## src/rtl/dma_seq_pkg.sv

```systemverilog
package dma_seq_pkg;

  typedef enum logic [3:0] {
    ST_SI, ST_S0, ST_S1, ST_S2, ST_S3, ST_SW, ST_S4,
    ST_M11, ST_M12, ST_M13, ST_M14,
    ST_M21, ST_M22, ST_M23, ST_M24
  } seq_st_e;

  typedef enum logic [1:0] {
    XM_DEMAND = 2'b00,
    XM_SINGLE = 2'b01,
    XM_BLOCK  = 2'b10,
    XM_BLOCKX = 2'b11
  } xmode_e;

  localparam logic [1:0] DIR_IO2MEM = 2'b01;
  localparam logic [1:0] DIR_MEM2IO = 2'b10;

endpackage

```

## src/rtl/dma_req_sampler.sv

```systemverilog
module dma_req_sampler #(
  parameter int NCH = 4
) (
  input  logic           clk,
  input  logic           rst_n,
  input  logic [NCH-1:0] dreq_i,
  output logic [NCH-1:0] dreq_s_o
);
  // Requests are captured half a cycle ahead of the state register.
  always_ff @(negedge clk or negedge rst_n) begin
    if (!rst_n) dreq_s_o <= '0;
    else        dreq_s_o <= dreq_i;
  end
endmodule

```

## src/rtl/dma_prio_pick.sv

```systemverilog
module dma_prio_pick #(
  parameter int NCH = 4,
  localparam int CHW = (NCH > 1) ? $clog2(NCH) : 1
) (
  input  logic [NCH-1:0] req_i,
  output logic           any_o,
  output logic [CHW-1:0] pick_o
);
  logic [NCH-1:0] blocked;
  logic [NCH-1:0] gnt;

  // Chain: a channel is blocked when any lower index is requesting.
  for (genvar g = 0; g < NCH; g++) begin : g_chain
    if (g == 0) begin : g_first
      assign blocked[g] = 1'b0;
    end else begin : g_rest
      assign blocked[g] = blocked[g-1] | req_i[g-1];
    end
    assign gnt[g] = req_i[g] & ~blocked[g];
  end

  assign any_o = |req_i;

  always_comb begin
    pick_o = '0;
    for (int i = 0; i < NCH; i++) begin
      if (gnt[i]) pick_o = CHW'(i);
    end
  end
endmodule

```

## src/rtl/dma_strobe_gen.sv

```systemverilog
module dma_strobe_gen
  import dma_seq_pkg::*;
(
  input  seq_st_e    state_i,
  input  logic       comp_i,
  input  logic [1:0] dir_i,
  output logic       ior_o,
  output logic       iow_o,
  output logic       memr_o,
  output logic       memw_o
);
  logic rd_win, wr_win, m_rd, m_wr;

  always_comb begin
    rd_win = state_i inside {ST_S2, ST_S3, ST_SW, ST_S4};
    wr_win = comp_i ? (state_i inside {ST_S2, ST_SW, ST_S4})
                    : (state_i inside {ST_S3, ST_SW, ST_S4});
    m_rd   = state_i inside {ST_M12, ST_M13, ST_M14};
    m_wr   = state_i inside {ST_M22, ST_M23, ST_M24};
  end

  assign ior_o  = rd_win && (dir_i == DIR_IO2MEM);
  assign memw_o = (wr_win && (dir_i == DIR_IO2MEM)) || m_wr;
  assign memr_o = (rd_win && (dir_i == DIR_MEM2IO)) || m_rd;
  assign iow_o  = wr_win && (dir_i == DIR_MEM2IO);
endmodule

```

## src/rtl/dma_seq_fsm.sv

```systemverilog
module dma_seq_fsm
  import dma_seq_pkg::*;
#(
  parameter int NCH = 4,
  localparam int CHW = (NCH > 1) ? $clog2(NCH) : 1
) (
  input  logic             clk,
  input  logic             rst_n,
  input  logic             clr_i,
  input  logic             req_any_i,
  input  logic [CHW-1:0]   pick_i,
  input  logic [NCH-1:0]   dreq_s_i,
  input  logic [2*NCH-1:0] xmode_i,
  input  logic [NCH-1:0]   ai_i,
  input  logic             comp_i,
  input  logic             m2m_i,
  input  logic             hlda_i,
  input  logic             ready_i,
  input  logic             eop_i,
  input  logic             last_xfer_i,
  output seq_st_e          state_o,
  output logic [CHW-1:0]   chan_o,
  output logic             hrq_o,
  output logic [NCH-1:0]   dack_o,
  output logic             step_o,
  output logic             eop_o,
  output logic [NCH-1:0]   tc_set_o,
  output logic [NCH-1:0]   autoinit_o,
  output logic [NCH-1:0]   mask_set_o
);
  seq_st_e        state, nxt;
  logic [CHW-1:0] chan_q;
  logic           ext_end_q;
  xmode_e         cur_mode;
  logic           busy, working, ended, fin, tc, m2m_go;

  assign cur_mode = xmode_e'(xmode_i[{chan_q, 1'b0} +: 2]);
  assign busy     = !(state inside {ST_SI, ST_S0});
  assign working  = state inside {ST_S1, ST_S2, ST_S3, ST_SW, ST_S4};
  assign ended    = last_xfer_i | ext_end_q | eop_i;
  assign m2m_go   = m2m_i && (chan_q == '0);

  always_comb begin
    nxt = state;
    unique case (state)
      ST_SI:  if (req_any_i) nxt = ST_S0;
      ST_S0:  if (hlda_i) nxt = m2m_go ? ST_M11 : ST_S1;
      ST_S1:  nxt = ST_S2;
      ST_S2:  if (comp_i) nxt = ready_i ? ST_S4 : ST_SW;
              else        nxt = ST_S3;
      ST_S3:  nxt = ready_i ? ST_S4 : ST_SW;
      ST_SW:  nxt = ready_i ? ST_S4 : ST_SW;
      ST_S4: begin
        if (ended || cur_mode == XM_SINGLE ||
            (cur_mode == XM_DEMAND && !dreq_s_i[chan_q])) nxt = ST_SI;
        else nxt = ST_S1;
      end
      ST_M11: nxt = ST_M12;
      ST_M12: nxt = ST_M13;
      ST_M13: nxt = ready_i ? ST_M14 : ST_M13;
      ST_M14: nxt = ST_M21;
      ST_M21: nxt = ST_M22;
      ST_M22: nxt = ST_M23;
      ST_M23: nxt = ready_i ? ST_M24 : ST_M23;
      ST_M24: nxt = ended ? ST_SI : ST_M11;
      default: nxt = ST_SI;
    endcase
  end

  always_ff @(posedge clk or negedge rst_n) begin
    if (!rst_n) begin
      state     <= ST_SI;
      chan_q    <= '0;
      ext_end_q <= 1'b0;
    end else if (clr_i) begin
      state     <= ST_SI;
      ext_end_q <= 1'b0;
    end else begin
      state <= nxt;
      if (state == ST_SI && req_any_i) chan_q <= pick_i;
      if (state == ST_S0)         ext_end_q <= 1'b0;
      else if (busy && eop_i)     ext_end_q <= 1'b1;
    end
  end

  assign state_o = state;
  assign chan_o  = (state inside {ST_M21, ST_M22, ST_M23, ST_M24}) ? CHW'(1) : chan_q;
  assign hrq_o   = (state != ST_SI);
  assign step_o  = state inside {ST_S4, ST_M14, ST_M24};
  assign fin     = (state inside {ST_S4, ST_M24}) && ended;
  assign tc      = (state inside {ST_S4, ST_M24}) && last_xfer_i;
  assign eop_o   = tc;

  always_comb begin
    dack_o     = '0;
    tc_set_o   = '0;
    autoinit_o = '0;
    mask_set_o = '0;
    for (int i = 0; i < NCH; i++) begin
      if (working && chan_q == CHW'(i)) dack_o[i] = 1'b1;
    end
    if (tc)  tc_set_o[chan_o] = 1'b1;
    if (fin) begin
      if (ai_i[chan_o]) autoinit_o[chan_o] = 1'b1;
      else              mask_set_o[chan_o] = 1'b1;
    end
  end

  // a wait cycle with ready still low is followed by another wait cycle
  p_wait_hold_r5: assert property (@(posedge clk) disable iff (!rst_n || clr_i)
    (state == ST_SW && !ready_i) |=> (state == ST_SW));

  // no work begins before the bus grant
  p_grant_wait_r3: assert property (@(posedge clk) disable iff (!rst_n || clr_i)
    (state == ST_S0 && !hlda_i) |=> (state == ST_S0));

  // a finished service always lands in idle
  p_end_idle_r10: assert property (@(posedge clk) disable iff (!rst_n || clr_i)
    (|autoinit_o || |mask_set_o) |=> !hrq_o);

  // single mode gives the bus back after every transfer
  p_single_release_r7: assert property (@(posedge clk) disable iff (!rst_n || clr_i)
    (state == ST_S4 && cur_mode == XM_SINGLE) |=> !hrq_o);
endmodule

```

## src/rtl/dma_xfer_seq.sv

```systemverilog
module dma_xfer_seq
  import dma_seq_pkg::*;
#(
  parameter int NCH = 4,
  localparam int CHW = (NCH > 1) ? $clog2(NCH) : 1
) (
  input  logic             clk,
  input  logic             rst_n,
  input  logic             clr_i,
  input  logic [NCH-1:0]   dreq_i,
  input  logic [NCH-1:0]   mask_i,
  input  logic [2*NCH-1:0] xmode_i,
  input  logic [2*NCH-1:0] dir_i,
  input  logic [NCH-1:0]   autoinit_en_i,
  input  logic             compressed_i,
  input  logic             mem2mem_i,
  input  logic             hlda_i,
  input  logic             ready_i,
  input  logic             eop_i,
  input  logic             last_xfer_i,
  output logic             hrq_o,
  output logic [NCH-1:0]   dack_o,
  output logic [CHW-1:0]   chan_o,
  output logic             ior_o,
  output logic             iow_o,
  output logic             memr_o,
  output logic             memw_o,
  output logic             step_o,
  output logic             eop_o,
  output logic [NCH-1:0]   tc_set_o,
  output logic [NCH-1:0]   autoinit_o,
  output logic [NCH-1:0]   mask_set_o
);
  logic [NCH-1:0] dreq_s;
  logic           req_any;
  logic [CHW-1:0] pick;
  seq_st_e        state;

  dma_req_sampler #(.NCH(NCH)) u_samp (
    .clk(clk), .rst_n(rst_n), .dreq_i(dreq_i), .dreq_s_o(dreq_s)
  );

  dma_prio_pick #(.NCH(NCH)) u_pick (
    .req_i(dreq_s & ~mask_i), .any_o(req_any), .pick_o(pick)
  );

  dma_seq_fsm #(.NCH(NCH)) u_fsm (
    .clk(clk), .rst_n(rst_n), .clr_i(clr_i),
    .req_any_i(req_any), .pick_i(pick), .dreq_s_i(dreq_s),
    .xmode_i(xmode_i), .ai_i(autoinit_en_i), .comp_i(compressed_i),
    .m2m_i(mem2mem_i), .hlda_i(hlda_i), .ready_i(ready_i), .eop_i(eop_i),
    .last_xfer_i(last_xfer_i), .state_o(state), .chan_o(chan_o),
    .hrq_o(hrq_o), .dack_o(dack_o), .step_o(step_o), .eop_o(eop_o),
    .tc_set_o(tc_set_o), .autoinit_o(autoinit_o), .mask_set_o(mask_set_o)
  );

  dma_strobe_gen u_strb (
    .state_i(state), .comp_i(compressed_i),
    .dir_i(dir_i[{chan_o, 1'b0} +: 2]),
    .ior_o(ior_o), .iow_o(iow_o), .memr_o(memr_o), .memw_o(memw_o)
  );

  // at most one acknowledge, and only while the bus is held
  p_dack_onehot_r3: assert property (@(posedge clk) disable iff (!rst_n)
    $onehot0(dack_o));
  p_dack_hrq_r3: assert property (@(posedge clk) disable iff (!rst_n)
    (|dack_o) |-> hrq_o);

  // opposing strobes of one space never overlap
  p_no_clash_r6: assert property (@(posedge clk) disable iff (!rst_n)
    !(ior_o && iow_o) && !(memr_o && memw_o));

  // strobes without an acknowledge only in memory-to-memory work
  p_m2m_nodack_r12: assert property (@(posedge clk) disable iff (!rst_n)
    ((memr_o || memw_o) && !(|dack_o)) |-> mem2mem_i);
endmodule

```

## config.mk

```make
export PLATFORM = sky130hd
export DESIGN_NAME = dma_xfer_seq
export DESIGN_NICKNAME = d
export VERILOG_FILES = /design/src/rtl/dma_seq_pkg.sv /design/src/rtl/dma_req_sampler.sv /design/src/rtl/dma_prio_pick.sv /design/src/rtl/dma_strobe_gen.sv /design/src/rtl/dma_seq_fsm.sv /design/src/rtl/dma_xfer_seq.sv
export SDC_FILE = /design/constraint.sdc
export NUM_CORES = 1
export LEC_CHECK = 0
export BUFFER_PORTS_ARGS = -buffer_cell sky130_fd_sc_hd__clkbuf_2
export CORE_ASPECT_RATIO = 1.1
export CORE_UTILIZATION = 41
export CTS_BUF_LIST = sky130_fd_sc_hd__clkbuf_8
export DETAILED_ROUTE_END_ITERATION = 8
export PLACE_DENSITY = 0.88
export SLEW_MARGIN = 20
export SYNTH_ARGS = -nofsm -noshare
export SYNTH_HDL_FRONTEND = slang
export SYNTH_SLANG_ARGS = --single-unit
export TNS_END_PERCENT = 100
```

## constraint.sdc

```tcl
create_clock -name clk -period 1.9 [get_ports clk]
set_input_delay 0.19 -clock clk [delete_from_list [all_inputs] [get_ports clk]]
set_output_delay 0.19 -clock clk [all_outputs]
set_load 0.01 [all_outputs]
```

# Word-level counts from Yosys, hierarchy flattened
# Index checks and enable logic that the tools add are counted.
# word_totals
output_inout_bits,25
ff_bits,11
elab_cells,118
in_bits,37
# classes
n_reduce_logical,40
bitwise_logic,13
mux,34
magnitude_cmp,3
eq_ne,22
shift,2
# ops
op,n
case mux 4 bit (14 select lines),1
2-to-1 mux 4 bit,9
"equality test 4 bit, second input constant",7
nonzero test 3 bit,6
"equality test 4 x 3 -> 1 bit, second input constant",4
indexed part select 8 x 4 -> 2 bit,2
logical AND 1 bit,15
2-to-1 mux 2 bit,7
2-to-1 mux 1 bit,12
nonzero test 4 bit,3
"equality test 4 x 2 -> 1 bit, second input constant",2
"equality test 2 x 1 -> 1 bit, second input constant",3
"equality test 2 bit, second input constant",3
"< comparator 2 x 3 -> 1 bit, second input constant",2
2-to-1 mux 3 bit,2
nonzero test 5 bit,1
AND 4 bit,1
binary-select mux 1 bit (select 2 bit),2
"equality test 4 x 1 -> 1 bit, second input constant",1
zero test 2 bit,2
zero test 4 bit,1
logical OR 1 bit,4
NOT 1 bit,4
NOT 4 bit,1
11 further kinds,19

# Longest topological paths before layout
# logic_depth
depth_word,9
mapped_depth,6
mapped_depth_nobuf,6

# By module
# From an unflattened synthesis, not the netlist that was laid out.
# unflattened
hier_cells,145
hier_area_um2,1177.4
# by_module_without_submodules
mod,n_inst,seq_area_each_um2,area_per_inst_um2,cells_each
dma_seq_fsm,1,175.2,812.0,107
dma_strobe_gen,1,0.0,152.6,21
dma_req_sampler,1,100.1,100.1,4
dma_xfer_seq,1,0.0,77.6,6
dma_prio_pick,1,0.0,35.0,7

==> flow_summary_export.csv <==
group,metric,value,unit
cells_and_area,area_growth,86.7,%
timing,hold_viol,0,
synthesis,syn_area,1130,um2
setup_path,arrival,2.42,ns
cells_and_area,regArea,275,um2
routing,vias,1740,
synthesis,ys_seq_area_share,24.4,%
cells_and_area,fin_util,82.9,%
clock_network,h-tree-depth,1,
timing,layout_setup_ws,-0.398,ns
cells_and_area,layout-drive-gt1-share,55.8,%
setup_path,cp_max_fo,3,
run_status,status,"finished with violations",
placed_design,gp_congestion,0.859,
setup_path,cp-start-kind,"flip-flop",
synthesis,synth_common_cells,"nor2_1, inv_1, nand2_1",
routing,ant_nets,0,
synthesis,yosysUniqueCellTypes,41,
placed_design,port-buffer-count,61,
setup_path,r2r-end,"u_fsm.chan_q[0]$_DFFE_PN0P_",
pwr,p_leak,1.03,nW
flow_run,drv_cap,0,
clock_network,tritoncts,"built",
cells_and_area,fill_cells,145,
routing,drtPass1Iterations,4,
timing,drv_slew,0,
grt,antenna_found_initial,0,
synthesis,synth_top_area_cell,"dfrtp_1",
floorplanning,die-height,57.1,um
pwr,peakVddDrop,0.000875,V
routing,drt-initial-drc-count,87,
floorplanning,rows,19,
clock_network,insertion_delay,0.26,ns
placed_design,hpwl,2.74,mm
synthesis,synth_seq_cells,11,
grt,grt_pass1_wl,6.24,mm
setup_path,ff2ff_path_depth,4,
floorplanning,start_util,44.4,%
timing,tightest_slew,0.618,ns
grt,grt_max_degree,22,
floorplanning,die_w,52.1,um
floorplanning,design.die.area,2970,um2
run_status,violations,"setup timing",
timing,setup_viol,24,
setup_path,r2r_slack,-0.40,ns
synthesis,ys_warn_count,0,
clock_network,clockBufferDepth,2,
setup_path,r2r-start,"u_samp.dreq_s_o[3]$_DFF_NN0_",
cells_and_area,insertedDiodeCount,0,
placed_design,dpl_worst_slack,-0.382,ns
synthesis,synth.most_common_cell,"nor2_1",
synthesis,yosys.area.top_type_share,15.5,%
synthesis,synth_ff_type,"dfrtp_1",
clock_network,clockRootBuffer,"clkbuf_8",
floorplanning,core,2540,um2
timing,rsz0062_at_grt,"true",
synthesis,synth_fp_nets,199,
setup_path,worst-setup-path-type,"reg -> reg",
clock_network,numCtsBuffers,3,
clock_network,cts.sinks,11,
cells_and_area,nets,296,
cells_and_area,multi_input_area,1060,um2
routing,via_per_inst,6.02,
synthesis,synthArstFlopShare,100,%
timing,max_slew_margin,58.5,%
pwr,finalPower,0.00237,W
floorplanning,num_io_pins,62,
pwr,p_per_area,1130,nW/um2
min_path,min_path_type,"in -> reg",
setup_path,cp.required,2.03,ns
timing,fin_hold_ws,0.160,ns
routing,routed_wl,4.95,mm
synthesis,synth-edff-count,0,
clock_network,path_clk_slew,0.05,ns
min_path,hp-start,"hlda_i",
routing,wire_per_inst,17.1,um
routing,drc,0,
timing,clock_skew,0.0185,ns
synthesis,synth_area_leaders,"dfrtp_1, nor2_1, dfrtn_1, inv_1, a21oi_1",
synthesis,avgSynthCellArea,6.97,um2
synthesis,synthCells,162,
grt,grtUsageTotal,28.0,%
grt,grt_pass1_vias,1458,
grt,grt-ovfl-total,0,
min_path,holdPathEnd,"u_fsm.state_o[0]$_DFFE_PN0P_",
setup_path,endpoint_kind,"flip-flop",
min_path,worstHoldPathCells,2,
## critical path: stages (launching register included)
cell	delay [ns]
dfrtn_1	0.41
nor2b_4	0.19
nor4_4	0.07
nor3_1	0.20
mux2_2	0.35
## placed cells by master, fill, tap and decap left out, types with 3 or more instances in the layout
cell       Yosys  layout
nor2b_4        0       4
a21oi_1        9       6
and3_1         4       4
o21ai_0        8       8
nor2_1        27      23
mux2i_1        4       4
dfrtp_1        7       7
inv_1         13      12
a2111oi_4      0       4
clkbuf_2       0      49
buf_4          0      29
nand2_1       12      10
buf_6          0      10
nand3_1        8       6
dfrtn_1        4       4
nor3_2         0       3
clkbuf_8       0       3
nor3_1         9       5
buf_2          2      12
a211oi_1       4       4
## how the worst max path moves through the flow
stage                                 start                            to  slack (ns)  cells after the start
6_report       u_samp.dreq_s_o[3]$_DFF_NN0_   u_fsm.chan_q[0]$_DFFE_PN0P_       -0.40                      4
5_1_grt        u_samp.dreq_s_o[1]$_DFF_NN0_   u_fsm.chan_q[0]$_DFFE_PN0P_       -0.43                      6
4_1_cts        u_samp.dreq_s_o[3]$_DFF_NN0_   u_fsm.chan_q[0]$_DFFE_PN0P_       -0.36                      4
3_5_place_dp   u_samp.dreq_s_o[1]$_DFF_NN0_  u_fsm.state_o[0]$_DFFE_PN0P_       -0.38                      4
3_3_place_gp   u_samp.dreq_s_o[1]$_DFF_NN0_  u_fsm.state_o[0]$_DFFE_PN0P_       -0.29                      4
2_1_floorplan  u_samp.dreq_s_o[1]$_DFF_NN0_   u_fsm.chan_q[0]$_DFFE_PN0P_       -0.24                      4
## layer usage
metal  GRT usage, %  part of all wire (%)  vias up
met2           49.5                    53      119
met4           16.2                   5.6        0
met5              0                     0        -
met3           2.67                   5.8       28
li1               -                     -      780
met1           32.0                    36      813
## power breakdown
| part | switching (W) | total (W) | internal, W |
|---|---|---|---|
| Sequential | 0.0000572 | 0.000345 | 0.000288 |
| Combinational | 0.000962 | 0.00180 | 0.000834 |
| Clock | 0.0000918 | 0.000234 | 0.000142 |
| Total | 0.00111 | 0.00237 | 0.00126 |
## cell type report
class,count,share of cell area [%]
Timing Repair Buffer,101,30.6
Inverter,13,2.31
Tap cell,31,1.84
Clock inverter,1,0.178
Multi-Input combinational cell,129,50.1
Clock buffer,3,1.96
Sequential cell,11,13.0
## what timing repair did
item	4_1_cts	5_1_grt
pin swaps	20	12
endpoints found under the setup margin	22	27
buffers inserted	10	6
hold buffers	1	0
hold endpoints to repair	7	0
gates resized for setup	33	34
## cells by family (layout without fill, tap and decap cells)
family / count (synthesis) / after routing / share of synthesized area [%]
flops: 11 / 11 / 24.4
mux: 5 / 5 / 4.54
compound gates: 43 / 43 / 27.9
simple gates: 81 / 81 / 35.7
buf+inv: 22 / 118 / 7.53
## state kept, by name, indices dropped and copies added, names as in the netlist
signal           count
u_fsm.chan_q         2
u_fsm.ext_end_q      1
u_fsm.state_o        4
u_samp.dreq_s_o      4
## per-stage QoR
step | std cells | area [um2] | setup TNS [ns]
floorplan | 162 | 1180 | -1.06
global placement | 272 | 1690 | -1.63
detailed placement | 272 | 1690 | -2.17
CTS | 284 | 1960 | -3.70
global route | 289 | 2110 | -6.00
finish | 289 | 2110 | -4.96
Note: power is estimated with default switching activity, not from simulation.
